## src/rtl/sysrst_pkg.sv

```systemverilog
package sysrst_pkg;

    localparam int NUM_SRC = 5;

    // Bit positions of each source in the cause vector.
    typedef struct packed {
        logic dbg;   // bit 4
        logic bod;   // bit 3
        logic wdt;   // bit 2
        logic ext;   // bit 1
        logic por;   // bit 0
    } src_vec_t;

    typedef enum logic [1:0] {
        ST_IDLE  = 2'd0,
        ST_HOLD  = 2'd1,
        ST_COUNT = 2'd2
    } hold_st_e;

    // Delay length for a select code: 0, then 2^(step*code).
    function automatic int unsigned dly_cycles(input logic [1:0] code,
                                               input int unsigned step);
        if (code == 2'd0)
            return 0;
        return 32'd1 << (step * int'(code));
    endfunction

endpackage

```

## src/rtl/sysrst_pin_filter.sv

```systemverilog
module sysrst_pin_filter #(
    parameter int FILT_LEN = 4
) (
    input  logic clk,
    input  logic por_i,
    input  logic pin_n_i,
    output logic qual_o
);
    localparam int W = $clog2(FILT_LEN + 1);
    localparam logic [W-1:0] FULL = W'(FILT_LEN);

    logic [W-1:0] run_q;

    // Count consecutive low samples, saturating once the length is reached.
    always_ff @(posedge clk or posedge por_i) begin
        if (por_i)
            run_q <= '0;
        else if (pin_n_i)
            run_q <= '0;
        else if (run_q != FULL)
            run_q <= run_q + 1'b1;
    end

    // Once qualified, the request ends the moment the pin goes high.
    assign qual_o = (run_q == FULL) & ~pin_n_i;

endmodule

```

## src/rtl/sysrst_stretch.sv

```systemverilog
module sysrst_stretch
    import sysrst_pkg::*;
#(
    parameter int DLY_STEP = 4,
    parameter int CNT_W    = 13
) (
    input  logic       clk,
    input  logic       por_i,
    input  logic       src_any_i,
    input  logic [1:0] dly_sel_i,
    output logic       hold_o
);
    hold_st_e           st_q;
    logic [CNT_W-1:0]   cnt_q;
    logic [CNT_W-1:0]   lim_q;
    logic [CNT_W-1:0]   sel_len;

    assign sel_len = CNT_W'(dly_cycles(dly_sel_i, DLY_STEP));

    always_ff @(posedge clk or posedge por_i) begin
        if (por_i) begin
            st_q  <= ST_HOLD;
            cnt_q <= '0;
            lim_q <= '0;
        end else if (src_any_i) begin
            st_q  <= ST_HOLD;
            cnt_q <= '0;
        end else begin
            case (st_q)
                ST_HOLD: begin
                    lim_q <= sel_len;
                    cnt_q <= '0;
                    st_q  <= (sel_len == '0) ? ST_IDLE : ST_COUNT;
                end
                ST_COUNT: begin
                    if (cnt_q == lim_q - 1'b1)
                        st_q <= ST_IDLE;
                    else
                        cnt_q <= cnt_q + 1'b1;
                end
                default: st_q <= ST_IDLE;
            endcase
        end
    end

    assign hold_o = (st_q != ST_IDLE);

endmodule

```

## src/rtl/sysrst_cause.sv

```systemverilog
module sysrst_cause
    import sysrst_pkg::*;
(
    input  logic               clk,
    input  logic               por_i,
    input  logic [NUM_SRC-1:0] set_i,
    input  logic [NUM_SRC-1:0] clr_i,
    output logic [NUM_SRC-1:0] flags_o
);
    for (genvar k = 0; k < NUM_SRC; k++) begin : g_flag
        localparam logic RST_VAL = (k == 0);
        logic f_q;
        always_ff @(posedge clk or posedge por_i) begin
            if (por_i)
                f_q <= RST_VAL;
            else if (set_i[k])
                f_q <= 1'b1;
            else if (clr_i[k])
                f_q <= 1'b0;
        end
        assign flags_o[k] = f_q;
    end

endmodule

```

## src/rtl/sysrst_merge.sv

```systemverilog
module sysrst_merge
    import sysrst_pkg::*;
#(
    parameter int FILT_LEN = 4,
    parameter int DLY_STEP = 4,
    parameter int CNT_W    = 13
) (
    input  logic               clk,
    input  logic               por_i,
    input  logic               ext_rst_n_i,
    input  logic               wdt_expire_i,
    input  logic               wdt_en_i,
    input  logic               bod_low_i,
    input  logic               bod_en_i,
    input  logic               dbg_rst_i,
    input  logic [1:0]         dly_sel_i,
    input  logic [NUM_SRC-1:0] flag_clr_i,
    output logic               io_rst_o,
    output logic               core_rst_o,
    output logic [NUM_SRC-1:0] cause_o
);
    src_vec_t act;
    logic     ext_qual;
    logic     hold;

    sysrst_pin_filter #(.FILT_LEN(FILT_LEN)) u_filt (
        .clk     (clk),
        .por_i   (por_i),
        .pin_n_i (ext_rst_n_i),
        .qual_o  (ext_qual)
    );

    always_comb begin
        act.por = por_i;
        act.ext = ext_qual;
        act.wdt = wdt_expire_i & wdt_en_i;
        act.bod = bod_low_i & bod_en_i;
        act.dbg = dbg_rst_i;
    end

    assign io_rst_o = |act;

    sysrst_stretch #(.DLY_STEP(DLY_STEP), .CNT_W(CNT_W)) u_stretch (
        .clk       (clk),
        .por_i     (por_i),
        .src_any_i (io_rst_o),
        .dly_sel_i (dly_sel_i),
        .hold_o    (hold)
    );

    assign core_rst_o = io_rst_o | hold;

    sysrst_cause u_cause (
        .clk     (clk),
        .por_i   (por_i),
        .set_i   (act),
        .clr_i   (flag_clr_i),
        .flags_o (cause_o)
    );

endmodule

```

## config.mk

```make
export PLATFORM = sky130hd
export DESIGN_NAME = sysrst_merge
export DESIGN_NICKNAME = d
export VERILOG_FILES = /design/src/rtl/sysrst_pkg.sv /design/src/rtl/sysrst_pin_filter.sv /design/src/rtl/sysrst_stretch.sv /design/src/rtl/sysrst_cause.sv /design/src/rtl/sysrst_merge.sv
export SDC_FILE = /design/constraint.sdc
export NUM_CORES = 1
export LEC_CHECK = 0
export ABC_AREA = 1
export BUFFER_PORTS_ARGS = -buffer_cell sky130_fd_sc_hd__buf_4
export CORE_ASPECT_RATIO = 1.4
export CORE_MARGIN = 1.5
export CORE_UTILIZATION = 60
export DETAILED_ROUTE_END_ITERATION = 16
export PLACE_DENSITY_LB_ADDON = 0.05
export RECOVER_POWER = 50
export SYNTH_ARGS = -nofsm -noshare
export SYNTH_HDL_FRONTEND = slang
export SYNTH_SLANG_ARGS = --single-unit
export TNS_END_PERCENT = 100
```

## constraint.sdc

```tcl
create_clock -name clk -period 4.6 [get_ports clk]
set_input_delay 0.46 -clock clk [delete_from_list [all_inputs] [get_ports clk]]
set_output_delay 0.46 -clock clk [all_outputs]
set_load 0.1 [all_outputs]
```

==> metrics.sh, run 1 <==
STATUS='finished clean'
ANTENNA_VIOLATING_NETS_POST_ROUTE=0
POSTSYNTHNETCOUNT=276
GRT_PASS1_WL_UM=6180
WORST_SETUP_PATH_END_KIND='output pin'
CORE_AREA_SQ_UM=2850
SETUP.WORST_PATH.START_CLASS='register'
DRIVE_GT1_FRAC=0.152
VIA_COUNT_OF_THE_FIRST_GLOBAL_ROUTING_PASS=1564
FIN_TOTAL_PWR_mW=0.582
CLK_LATENCY_NS=0.27
SYNTH_ENABLE_FLOP_CELLS=0
FINALCRITICALPERIOD_NS=2.14
PATH_DELAY_FAMILY='buffers and inverters'
FLOORPLAN.ROWS=23
CRIT_BUF_INV=3
CTS_TREE='yes'
PLACE.PORT_BUFFERS=21
MAXSLEWHEADROOM=0.348
SETUP_VIOL=0
WORSTPATHCELLLIST='inv_1, ha_1, nand2_1, nor2_1, nor2_2, inv_2, buf_4'
YOSYSMOSTFREQUENTCELL='nand2_1'
HOLD_SLACK_NS=0.326
WIRELENGTH_UM=3570
TIMING_WORST_SLEW_PIN_VALUE_NS=0.977
SETUP_SLACK_NS=2.46
ROUTABILITYCONGESTION=0.865
SEQUENTIAL_SHARE_OF_THE_SYNTHESIZED_AREA=0.369
CTS_RESIZED=0
CLOCK_SINK_COUNT=26
SYNTHDISTINCTLIBCELLS=26
CLOCK_BUFFER_COUNT_FROM_CTS=3
SYNTH_AREA_LEADERS='dfrtp_1 (34%), nand2_1 (14%), nand3_1 (13%)'
MIN-DELAY-PATH-CLASS='primary input to register'
CRIT_TYPE='register to output pin'
H_TREE_LEVELS=1
SETUP_FIX_BUFS_POST_CTS=0
CLOCK_TRANSITION_AT_THE_REGISTERS_OF_THE_REPORTED_PATHS_NS=0.09
MAX_FO_CRITICAL_PATH=5
POST_SYNTH_INST_COUNT=255
DRT_PASS1_ITERATIONS=4
MIN_PERIOD_OVER_PERIOD=0.465
P_COMB_FRAC=0.295
YOSYS_WARNINGS=0
SYNTH_FF_TYPE='dfrtp_1'
EFFECTIVE_UTILIZATION_AT_FLOORPLAN=0.621
CRITICAL_PATH.SLOWEST_CELL='dfrtp_1'
HOLD_VIOL=0
P_SEQ_FRAC=0.450
RSZ_0062_RAISED_AFTER_GLOBAL_ROUTING='no'
DRV.MAX_CAP_VIOLATION_COUNT=0
GROUTE.USAGE.OVERALL=0.241
CLK_PATH_BUF_DEPTH=2
TIMING.SETUP.TNS_NS=0
AREA.GROWTH.SYNTH_TO_FINAL_PCT=10.2
IOS=22
FLOORPLAN.DIE_AREA_SQ_UM=3290
GRT_OVERFLOW_TOTAL=0
CELLINTERNALPOWER_mW=0.379
POST_PLACEMENT_SETUP_SLACK_NS=2.60
GRT_MAX_DEGREE=28
CLOCK_TREE.ROOT_CELL='clkbuf_8'
POWERDENSITY_nW_PER_UM2=298
SYNTH-SEQ-CELLS=26
YS_ASYNC_SR_FRACTION=1.00
NUMBER_OF_REMAINING_DRC_ERRORS=0
DP.FINAL_HPWL_UM=2690
TIMING_MAX_TRANSITION_VIOLATIONS_FINAL=0
FIN_SKEW_NS=0.00385
FINISH.NET_COUNT=292
POWER.CLOCK.FRACTION=0.255
PORTION_OF_SYNTHESIZED_CELL_AREA_OCCUPIED_BY_THE_LEADING_CELL_TYPE=0.339
SYN-MEAN-INSTANCE-AREA_SQ_UM=6.94
ROUTEDWLPERCELL_UM=11.6
WORST_PATH_LARGEST_CELL_DELAY_NS=0.39
PEAK_FREQ_GHz=0.468
DIE_WIDTH_UM=48.9
VIAS=1614
LEAKAGE_nW=0.995
IR_WORST_VDD_mV=0.212
CHIPHEIGHT_UM=67.3
HOLD_BUFFERS=0
CP.ARRIVAL_NS=1.68
SYNTHTOPCELLSBYCOUNT='nand2_1 (66), nand3_1 (47), inv_1 (30), nor2_1 (30), dfrtp_1 (24)'
POST_SYNTH_INSTANCE_AREA_SQ_UM=1770
SWITCHING_SHARE=0.349
DIODES=0
WORST_EP_REQUIRED_TIME_NS=4.14
VIA_PER_INST=5.26
ANTENNA_VIOLATIONS_BEFORE_REPAIR=0
DRT_FIRST_ITER_VIOLATIONS=37
TOTAL_SWITCHING_POWER_mW=0.203
NETLIST.TOP_CELL.BY_AREA='dfrtp_1'
[flip-flops by register name, summed over array words and instances (netlist names)]
signal and count:
u_filt.run_q 3, u_cause.g_flag.f_q 5, u_stretch.st_q 2, u_stretch.cnt_q 13, u_stretch.lim_q 3
[worst reg2reg max path, stage by stage (launching register included)]
cell and delay, ns:
dfrtp_1 0.36, inv_1 0.06, ha_1 0.19, nand2_1 0.10, nor2_1 0.07, nor2_2 0.22
nand2_1 0.30, inv_2 0.14, nand3_2 0.25, nand3_1 0.16, nand2_1 0.07
[routing by layer]
layer  part of all wire  global-route usage
met1               0.43               0.266
met2               0.51               0.449
met3              0.038              0.0288
met4              0.018               0.139
met5                  0                   0
[per-stage QoR]
| step | area (sq um) | std cells | utilization |
|---|---|---|---|
| 2_1_floorplan | 1770 | 255 | - |
| 3_3_place_gp | 1890 | 303 | 0.665 |
| 3_5_place_dp | 1890 | 303 | 0.665 |
| 4_1_cts | 1950 | 307 | 0.684 |
| 5_1_grt | 1950 | 307 | 0.684 |
| 6_report | 1950 | 307 | 0.684 |
[area by class of cell]
| cell class | count | area, sq um |
|---|---|---|
| Timing Repair Buffer | 21 | 158 |
| Fill cell | 275 | 900 |
| Clock buffer | 4 | 55.1 |
| Inverter | 35 | 131 |
| Tap cell | 37 | 46.3 |
| Sequential cell | 26 | 653 |
| Multi-Input combinational cell | 184 | 906 |
[cell families (layout without fill, tap and decap cells)]
kind of cell / count (synthesis) / after routing / share of synthesized area
flip-flops: 26 / 26 / 0.369
AND/OR/NAND/NOR: 155 / 155 / 0.387
buffers and inverters: 45 / 60 / 0.119
AO/OA/AOI/OAI: 19 / 19 / 0.0629
adder cells (fa/ha/maj): 6 / 6 / 0.0424
XOR/XNOR: 4 / 4 / 0.0198
[path summary, 6_finish.rpt]
check | start | to | slack (ns) | depth (start not counted)
worst max-delay path | u_filt.run_q[0] | io_rst_o | 2.46 | 7
worst max register to register | u_filt.run_q[0] | u_stretch.cnt_q[1] | 2.58 | 10
worst min register to register | u_cause.g_flag[0].f_q | u_cause.g_flag[0].f_q | 0.47 | 2
min in group asynchronous | por_i | u_cause.g_flag[3].f_q | 0.42 | 2
max in group asynchronous | por_i | u_stretch.cnt_q[2] | 3.58 | 2
worst min-delay path | flag_clr_i[0] | u_cause.g_flag[0].f_q | 0.33 | 2
[layout by cell type, fill, tap and decap left out]
cell / netlist / final
ha_1: 6 / 6
nand4_1: 4 / 4
dfrtp_1: 24 / 24
nand2_1: 66 / 66
nor2_4: 1 / 1
clkbuf_4: 0 / 1
a21boi_0: 1 / 1
xor2_1: 1 / 1
dfstp_2: 2 / 2
clkbuf_8: 0 / 4
inv_1: 30 / 30
o21bai_1: 3 / 3
nand3_1: 47 / 47
inv_2: 5 / 5
xnor2_1: 3 / 3
nor2_2: 3 / 3
buf_4: 5 / 20
o21ai_0: 12 / 12
a21o_1: 1 / 1
a21oi_2: 1 / 1
nand2_2: 2 / 2
nand2_4: 1 / 1
a21oi_1: 1 / 1
nand3_2: 1 / 1
nor2_1: 30 / 30
[power by group through the flow]
stage               sequential [mW]  clock, mW  combinational (mW)
floorplan                     0.263          0               0.141
global placement              0.266          0               0.171
detailed placement            0.267          0               0.173
CTS                           0.262      0.151               0.174
global route                  0.265      0.160               0.193
finish                        0.262      0.148               0.172
Power figures use the tool's default switching activity.
==> inputs of run 2 (changes only) <==
--- a/config.mk
+++ b/config.mk
@@ -5,11 +5,11 @@
 export SDC_FILE = /design/constraint.sdc
 export NUM_CORES = 1
 export LEC_CHECK = 0
-export ABC_AREA = 1
+export ABC_AREA = 0
 export BUFFER_PORTS_ARGS = -buffer_cell sky130_fd_sc_hd__buf_4
 export CORE_ASPECT_RATIO = 1.4
 export CORE_MARGIN = 1.5
-export CORE_UTILIZATION = 60
+export CORE_UTILIZATION = 56
 export DETAILED_ROUTE_END_ITERATION = 16
 export PLACE_DENSITY_LB_ADDON = 0.05
 export RECOVER_POWER = 50
==> constraint.sdc (replaced) <==
create_clock -name clk -period 2.2 [get_ports clk]
set_input_delay 0.22 -clock clk [delete_from_list [all_inputs] [get_ports clk]]
set_output_delay 0.22 -clock clk [all_outputs]
set_load 0.1 [all_outputs]
==> metrics.sh, run 2 <==
TOTAL_SWITCHING_POWER_mW=0.336  # +66%
POSTSYNTHNETCOUNT=198  # -28%
REGMOSTFLOPS='u_stretch.cnt_q'
FIN_TOTAL_PWR_mW=1.04  # +78%
POST_SYNTH_INSTANCE_AREA_SQ_UM=1590  # -10%
WORST_EP_REQUIRED_TIME_NS=2.45  # -1.69 ns
SYNTHXORXNORAREAFRAC=0.0165  # -0.00331
IOS=22  # unchanged
DP.FINAL_HPWL_UM=2700  # +0.55%
VIAS=1402  # -13%
WORST_SETUP_PATH_END_KIND='register'
SETUP_FIX_BUFS_POST_CTS=0  # unchanged
P_SEQ_FRAC=0.512  # +0.062
ROUTABILITYCONGESTION=0.936  # +8.1%
TIMING_MAX_TRANSITION_VIOLATIONS_FINAL=0  # unchanged
PEAK_FREQ_GHz=0.458
FINISH.NET_COUNT=221  # -24%
WORST-R2R-CELL-COUNT=7  # -3
GRT_PASS1_WL_UM=5870  # -5.0%
SWITCHING_SHARE=0.325  # -0.0241
CRIT_PATH_START='u_stretch.lim_q[4]'
IR_WORST_VDD_mV=0.425  # +100%
VIA_PER_INST=5.97  # +13%
YOSYSMOSTFREQUENTCELL='dfrtp_1'
MAIN_COMBINATIONAL_CELL_FAMILY_BY_AREA_AFTER_SYNTHESIS='simple AND/OR/NAND/NOR gates'
CORE_AREA_SQ_UM=2670  # -6.3%
NETLIST.TOP_CELL.BY_AREA='dfrtp_1'
DIODES=0  # unchanged
DIE_WIDTH_UM=48.1  # -1.7%
MOST-COMMON-LAYOUT-CELLS='buf_4 (25), dfrtp_1 (24), nand2_1 (18)'
SYNTH_ENABLE_FLOP_CELLS=0  # unchanged
SYNTH_COMPOUND_GATE_AREA_SHARE=0.189  # +0.126
GRT_MAX_DEGREE=17  # -39%
CRIT_TYPE='register to register'
SEQUENTIAL_SHARE_OF_THE_SYNTHESIZED_AREA=0.410  # +0.0409
DRT_PASS1_ITERATIONS=4  # unchanged
SIMPLE_GATE_AREA_SHARE_OF_THE_YOSYS_NETLIST=0.251  # -0.135
CLOCK_SINK_COUNT=26  # unchanged
R2R_SLACK_NS=0.01  # -2.57 ns
TIMING_WORST_SLEW_PIN_VALUE_NS=0.792  # -0.185 ns
ROUTEDWLPERCELL_UM=15.3  # +32%
CP.ARRIVAL_NS=2.43  # +0.75 ns
SYNTH_AREA_LEADERS='dfrtp_1 (38%), ha_1 (4.7%), nand2_1 (4.2%)'
H_TREE_LEVELS=1  # unchanged
CLOCK_BUFFER_COUNT_FROM_CTS=3  # unchanged
PORTION_OF_SYNTHESIZED_CELL_AREA_OCCUPIED_BY_THE_LEADING_CELL_TYPE=0.377  # +0.0376
CRITICAL_PATH.SLOWEST_CELL='dfrtp_1'
FIN_SKEW_NS=0.00657  # +0.00271 ns
SYNTHTOPCELLSBYCOUNT='dfrtp_1 (24), nand2_1 (18), inv_1 (13), nor2_1 (13), o21ai_0 (13)'
POST_PLACEMENT_SETUP_SLACK_NS=-0.0562  # -2.66 ns
SYNTH_FF_TYPE='dfrtp_1'
HOLD_VIOL=0  # unchanged
SYNTH-ADDER-AREA-SHARE=0.0471  # +0.00470
MIN_PERIOD_OVER_PERIOD=0.993
RR_STARTPOINT='u_stretch.lim_q[4]'
ANTENNA_VIOLATIONS_BEFORE_REPAIR=0  # unchanged
SETUP.WORST_PATH.START_CLASS='register'
DRV.MAX_CAP_VIOLATION_COUNT=0  # unchanged
YOSYS_WARNINGS=0  # unchanged
SYNTHMUXAREASHARE=0.0126  # +0.0126
LARGEST_REGISTER_FF_COUNT=13  # unchanged
MAX_FO_CRITICAL_PATH=3  # -2
HOLDCRITSTARTPOINT='flag_clr_i[0]'
P_COMB_FRAC=0.248  # -0.047
GROUTE.USAGE.OVERALL=0.264  # +0.0229
SETUP_VIOL=0  # unchanged
DRT_FIRST_ITER_VIOLATIONS=46  # +24%
NUMBER_OF_REMAINING_DRC_ERRORS=0  # unchanged
POST_SYNTH_INST_COUNT=177  # -31%
SYN-MEAN-INSTANCE-AREA_SQ_UM=9.00  # +30%
POWER.CLOCK.FRACTION=0.240  # -0.015
YS_ASYNC_SR_FRACTION=1.00  # unchanged
FLOORPLAN.DIE_AREA_SQ_UM=3180  # -3.4%
DRIVE_GT1_FRAC=0.246  # +0.0944
MIN-DELAY-PATH-CLASS='primary input to register'
FINALCRITICALPERIOD_NS=2.19
CHIPHEIGHT_UM=66.1  # -1.7%
EFFECTIVE_UTILIZATION_AT_FLOORPLAN=0.597  # -0.0245
WIRELENGTH_UM=3600  # +0.78%
VIA_COUNT_OF_THE_FIRST_GLOBAL_ROUTING_PASS=1364  # -13%
AREA.GROWTH.SYNTH_TO_FINAL_PCT=19.0
CLOCK_TREE.ROOT_CELL='clkbuf_4'
CLK_LATENCY_NS=0.33  # +0.06 ns
ANTENNA_VIOLATING_NETS_POST_ROUTE=0  # unchanged
WORST_PATH_LARGEST_CELL_DELAY_NS=0.43  # +0.04 ns
PLACE.PORT_BUFFERS=21  # unchanged
UTILIZATION=0.710  # +0.0257
STATUS='finished clean'
FLOORPLAN.ROWS=22  # -4.3%
LEAKAGE_nW=0.787  # -21%
LARGEST_REGISTERS_IN_THE_FINAL_LAYOUT='u_stretch.cnt_q x13, u_cause.g_flag.f_q x5'
CTS_TREE='yes'
HOLD-PATH-CELL-COUNT=2  # unchanged
RSZ_0062_RAISED_AFTER_GLOBAL_ROUTING='yes'
CLOCK_TRANSITION_AT_THE_REGISTERS_OF_THE_REPORTED_PATHS_NS=0.14  # +0.05 ns
CELLINTERNALPOWER_mW=0.699  # +85%
SYNTH-SEQ-CELLS=26  # unchanged
MAXSLEWHEADROOM=0.472  # +0.124
GRT_OVERFLOW_TOTAL=0  # unchanged
POWERDENSITY_nW_PER_UM2=546  # +83%
FINAL_COMMON_CELL='buf_4'
SETUP_SLACK_NS=0.0146  # -2.45 ns
CLK_PATH_BUF_DEPTH=2  # unchanged
WORSTPATHCELLLIST='inv_2, ha_1, nor4_2, mux2i_4, or3_4, and3_4, a2111oi_4'
SYNTHDISTINCTLIBCELLS=41  # +58%
==> run 2: per-layer routing <==
| layer | vias up | GRT usage | part of all wire |
|---|---|---|---|
| met2 | 38 | 0.425 | 0.54 |
| met5 | - | 0 | 0 |
| li1 | 683 | - | - |
| met3 | 9 | 0.0437 | 0.035 |
| met1 | 672 | 0.315 | 0.39 |
| met4 | 0 | 0.152 | 0.029 |
==> run 2: path summary, 6_finish.rpt <==
check	endpoint
min reg2reg	u_cause.g_flag[0].f_q
max	u_stretch.cnt_q[5]
max in group asynchronous	u_cause.g_flag[3].f_q
max reg2reg	u_stretch.cnt_q[5]
min in group asynchronous	u_stretch.cnt_q[10]
min	u_cause.g_flag[0].f_q
==> run 2: area by class of cell <==
class | count | area (sq um)
Tap cell | 36 | 45.0
Sequential cell | 26 | 653
Fill cell | 222 | 774
Timing Repair Buffer | 30 | 235
Clock buffer | 4 | 36.3
Inverter | 13 | 48.8
Multi-Input combinational cell | 126 | 877
==> run 2: logic make-up (layout without fill, tap and decap cells) <==
group                      count (synthesis)  after routing
AOI/OAI and AO/OA                         40             40
xor gates and xnor gates                   3              3
adders and majority gates                  6              6
buffers and inverters                     25             47
DFF                                       26             26
muxes                                      2              2
and+or+nand+nor                           75             75
==> run 2: per-stage QoR <==
stage / setup TNS [ns] / std cells / hold WS [ns] / instance area, sq um
6_report: 0 / 235 / 0.0324 / 1900
5_1_grt: -0.238 / 235 / 0.0249 / 1900
4_1_cts: 0 / 235 / 0.0275 / 1840
3_5_place_dp: -0.0562 / 230 / 0.300 / 1790
3_3_place_gp: 0 / 230 / 0.286 / 1790
2_1_floorplan: 0 / 177 / 0.264 / 1590
==> run 2: critical path, delay by kind of cell (launching register included) <==
family	cells	cell delay, ns
AND/OR/NAND/NOR	3	0.90
flip-flops	1	0.43
AO/OA/AOI/OAI	1	0.32
adder cells (fa/ha/maj)	1	0.23
multiplexers	1	0.14
buffers and inverters	1	0.07
==> run 2: power groups by stage <==
stage	combinational (mW)	clock [mW]	sequential, mW
finish	0.257	0.248	0.531
floorplan	0.174	0	0.529
CTS	0.227	0.254	0.530
detailed placement	0.223	0	0.539
global placement	0.215	0	0.537
global route	0.279	0.273	0.535
==> run 2: what timing repair did <==
item / CTS / global route
setup endpoints to repair: 1 / 8
pin swaps: 0 / 4
hold endpoints to repair: 10 / 0
cloned: 0 / 0
hold buffers: 1 / 0
resized for setup: 1 / 12
==> inputs of run 3 (changes only) <==
--- a/config.mk
+++ b/config.mk
@@ -9,7 +9,7 @@
 export BUFFER_PORTS_ARGS = -buffer_cell sky130_fd_sc_hd__buf_4
 export CORE_ASPECT_RATIO = 1.4
 export CORE_MARGIN = 1.5
-export CORE_UTILIZATION = 56
+export CORE_UTILIZATION = 45
 export DETAILED_ROUTE_END_ITERATION = 16
 export PLACE_DENSITY_LB_ADDON = 0.05
 export RECOVER_POWER = 50
==> metrics.sh, run 3 (same netlist as run 2, synthesis figures left out) <==
STATUS='complete, but fails checks'
FAILED_CHECKS='hold timing'
VIA_PER_INST=5.98  # +0.22%
CRITICAL_PATH.SLOWEST_CELL='or4_2'
HIGHEST_LAYER='met4'
CLOCK_TRANSITION_AT_THE_REGISTERS_OF_THE_REPORTED_PATHS_NS=0.10  # -0.04 ns
DRT_FIRST_ITER_VIOLATIONS=62  # +35%
VIAS=1441  # +2.8%
AREA.GROWTH.SYNTH_TO_FINAL_PCT=18.0
CP.ARRIVAL_NS=2.35  # -0.08 ns
ROUTABILITYCONGESTION=0.922  # -1.5%
FINALCRITICALPERIOD_NS=2.15  # -0.0360 ns
PATH_DELAY_FAMILY='simple AND/OR/NAND/NOR gates'
POST_PLACEMENT_SETUP_SLACK_NS=-0.0485  # +0.00772 ns
RSZ_0062_RAISED_AFTER_GLOBAL_ROUTING='yes'
POWERDENSITY_nW_PER_UM2=581  # +6.2%
CHIPHEIGHT_UM=73.4  # +11%
MAX_FO_CRITICAL_PATH=8  # +5
VIA_COUNT_OF_THE_FIRST_GLOBAL_ROUTING_PASS=1400  # +2.6%
MIN_PERIOD_OVER_PERIOD=0.977  # -0.0164
DIE_WIDTH_UM=53.3  # +11%
WL_MET1_UM=1530  # +9.0%
EFFECTIVE_UTILIZATION_AT_FLOORPLAN=0.471  # -0.125
CLK_PATH_BUF_DEPTH=2  # unchanged
WL_MET2_UM=2080  # +6.1%
PLACE.PORT_BUFFERS=21  # unchanged
MET3_WIRE_LENGTH_UM=152  # +20%
H_TREE_LEVELS=1  # unchanged
WORSTPATHCELLLIST='inv_1, ha_1, and4_1, mux2i_2, nor3_2, or4_2, a31oi_1'
CLOCK_BUFFER_COUNT_FROM_CTS=3  # unchanged
MAXSLEWHEADROOM=0.436  # -0.0358
ROUTEDWLPERCELL_UM=16.0  # +4.3%
SETUP_VIOL=0  # unchanged
HOLD_VIOL=10  # +10
FINISH.NET_COUNT=223  # +0.90%
LARGEST_REGISTERS_IN_THE_FINAL_LAYOUT='u_stretch.cnt_q x13, u_cause.g_flag.f_q x5'
HOLD_BUFFERS=0  # -1
DRT_PASS1_ITERATIONS=4  # unchanged
R2R_SLACK_NS=0.05  # +0.04 ns
ANTENNA_VIOLATING_NETS_POST_ROUTE=0  # unchanged
CLOCK_TREE.ROOT_CELL='clkbuf_8'
CLK_LATENCY_NS=0.28  # -0.05 ns
NUMBER_OF_REMAINING_DRC_ERRORS=0  # unchanged
DRIVE_GT1_FRAC=0.229  # -0.0174
WORST_SETUP_PATH_END_KIND='register'
CRIT_BUF_INV=1  # unchanged
SETUP_FIX_BUFS_POST_CTS=0  # unchanged
FINAL_COMMON_CELL='buf_4'
SETUP_SLACK_NS=0.0506  # +0.0360 ns
TIMING_WORST_SLEW_PIN_VALUE_NS=0.846  # +0.0536 ns
IR_WORST_VDD_mV=0.498  # +17%
GRT_OVERFLOW_TOTAL=0  # unchanged
FIN_TOTAL_PWR_mW=1.09  # +5.3%
CLOCK_SINK_COUNT=26  # unchanged
GRT_MAX_DEGREE=21  # +4
REGMOSTFLOPS='u_stretch.cnt_q'
MIN-DELAY-PATH-CLASS='primary input to asynchronous set/reset pin'
HOLD_SLACK_NS=-0.00772  # -0.0401 ns
WORST_EP_REQUIRED_TIME_NS=2.40  # -0.05 ns
FIN_SKEW_NS=0.00895  # +0.00238 ns
CRIT_TYPE='register to register'
FLOORPLAN.DIE_AREA_SQ_UM=3910  # +23%
TIMING_MAX_TRANSITION_VIOLATIONS_FINAL=0  # unchanged
CTS_TREE='yes'
CORE_AREA_SQ_UM=3380  # +27%
WIRELENGTH_UM=3850  # +6.9%
GRT_PASS1_WL_UM=6380  # +8.7%
WORST_PATH_LARGEST_CELL_DELAY_NS=0.62  # +0.19 ns
LARGEST_REGISTER_FF_COUNT=13  # unchanged
DRV.MAX_CAP_VIOLATION_COUNT=0  # unchanged
GROUTE.USAGE.OVERALL=0.221  # -0.0428
LEAKAGE_nW=0.797  # +1.2%
ANTENNA_VIOLATIONS_BEFORE_REPAIR=0  # unchanged
DIODES=0  # unchanged
SETUP.WORST_PATH.START_CLASS='register'
MOST-COMMON-LAYOUT-CELLS='buf_4 (30), dfrtp_1 (24), nand2_1 (18)'
DP.FINAL_HPWL_UM=2940  # +8.6%
PEAK_FREQ_GHz=0.465  # +1.7%
FLOORPLAN.ROWS=25  # +14%
IOS=22  # unchanged
run 3: cell types whose count changed in the layout (fill, tap and decap cells not counted), sizes merged:
cell,delta
buf,+3
dlygate4sd3,-1
run 3: routing by layer:
layer | track usage | up-vias
met3 | 0.0264 | 8
met2 | 0.388 | 52
met4 | 0.0997 | 0
met1 | 0.261 | 699
met5 | 0 | -
li1 | - | 682
run 3: through the flow:
step / setup TNS [ns] / instances / area [sq um] / utilization / hold slack [ns]
floorplan: 0 / 177 / 1590 / - / 0.264
global placement: 0 / 237 / 1810 / 0.537 / 0.286
detailed placement: -0.0559 / 237 / 1810 / 0.537 / 0.319
CTS: 0 / 241 / 1870 / 0.555 / 0.0107
global route: -0.119 / 241 / 1880 / 0.556 / 0.0523
finish: 0 / 241 / 1880 / 0.556 / -0.00772
run 3: power by group:
part,total (mW),switching [mW],internal [mW],leakage [nW]
combinational,0.241,0.159,0.0823,0.424
clock,0.325,0.164,0.161,0.0288
sequential,0.525,0.0205,0.505,0.344
total,1.09,0.343,0.748,0.797
run 3: timing repair:
| item | in CTS | in global routing |
|---|---|---|
| gates resized for setup | 1 | 2 |
| setup endpoints to repair | 3 | 9 |
| gates cloned | 0 | 0 |
| pin swaps | 0 | 4 |
run 3: final cells by class:
class / count / area (sq um)
multi-input combinational: 126 / 836
inverter: 13 / 48.8
fill: 313 / 1500
tap: 40 / 50.0
timing repair buffer: 32 / 236
sequential: 26 / 653
clock buffer: 4 / 55.1
run 3: final timing paths:
kind | from | to | cells past startpoint
max | u_stretch.lim_q[4] | u_stretch.cnt_q[4] | 7
min | por_i | u_cause.g_flag[2].f_q | 2
max reg2reg | u_stretch.lim_q[4] | u_stretch.cnt_q[4] | 7
min reg2reg | u_cause.g_flag[0].f_q | u_cause.g_flag[0].f_q | 2
max in group asynchronous | por_i | u_filt.run_q[1] | 3
min in group clk | flag_clr_i[0] | u_cause.g_flag[0].f_q | 2
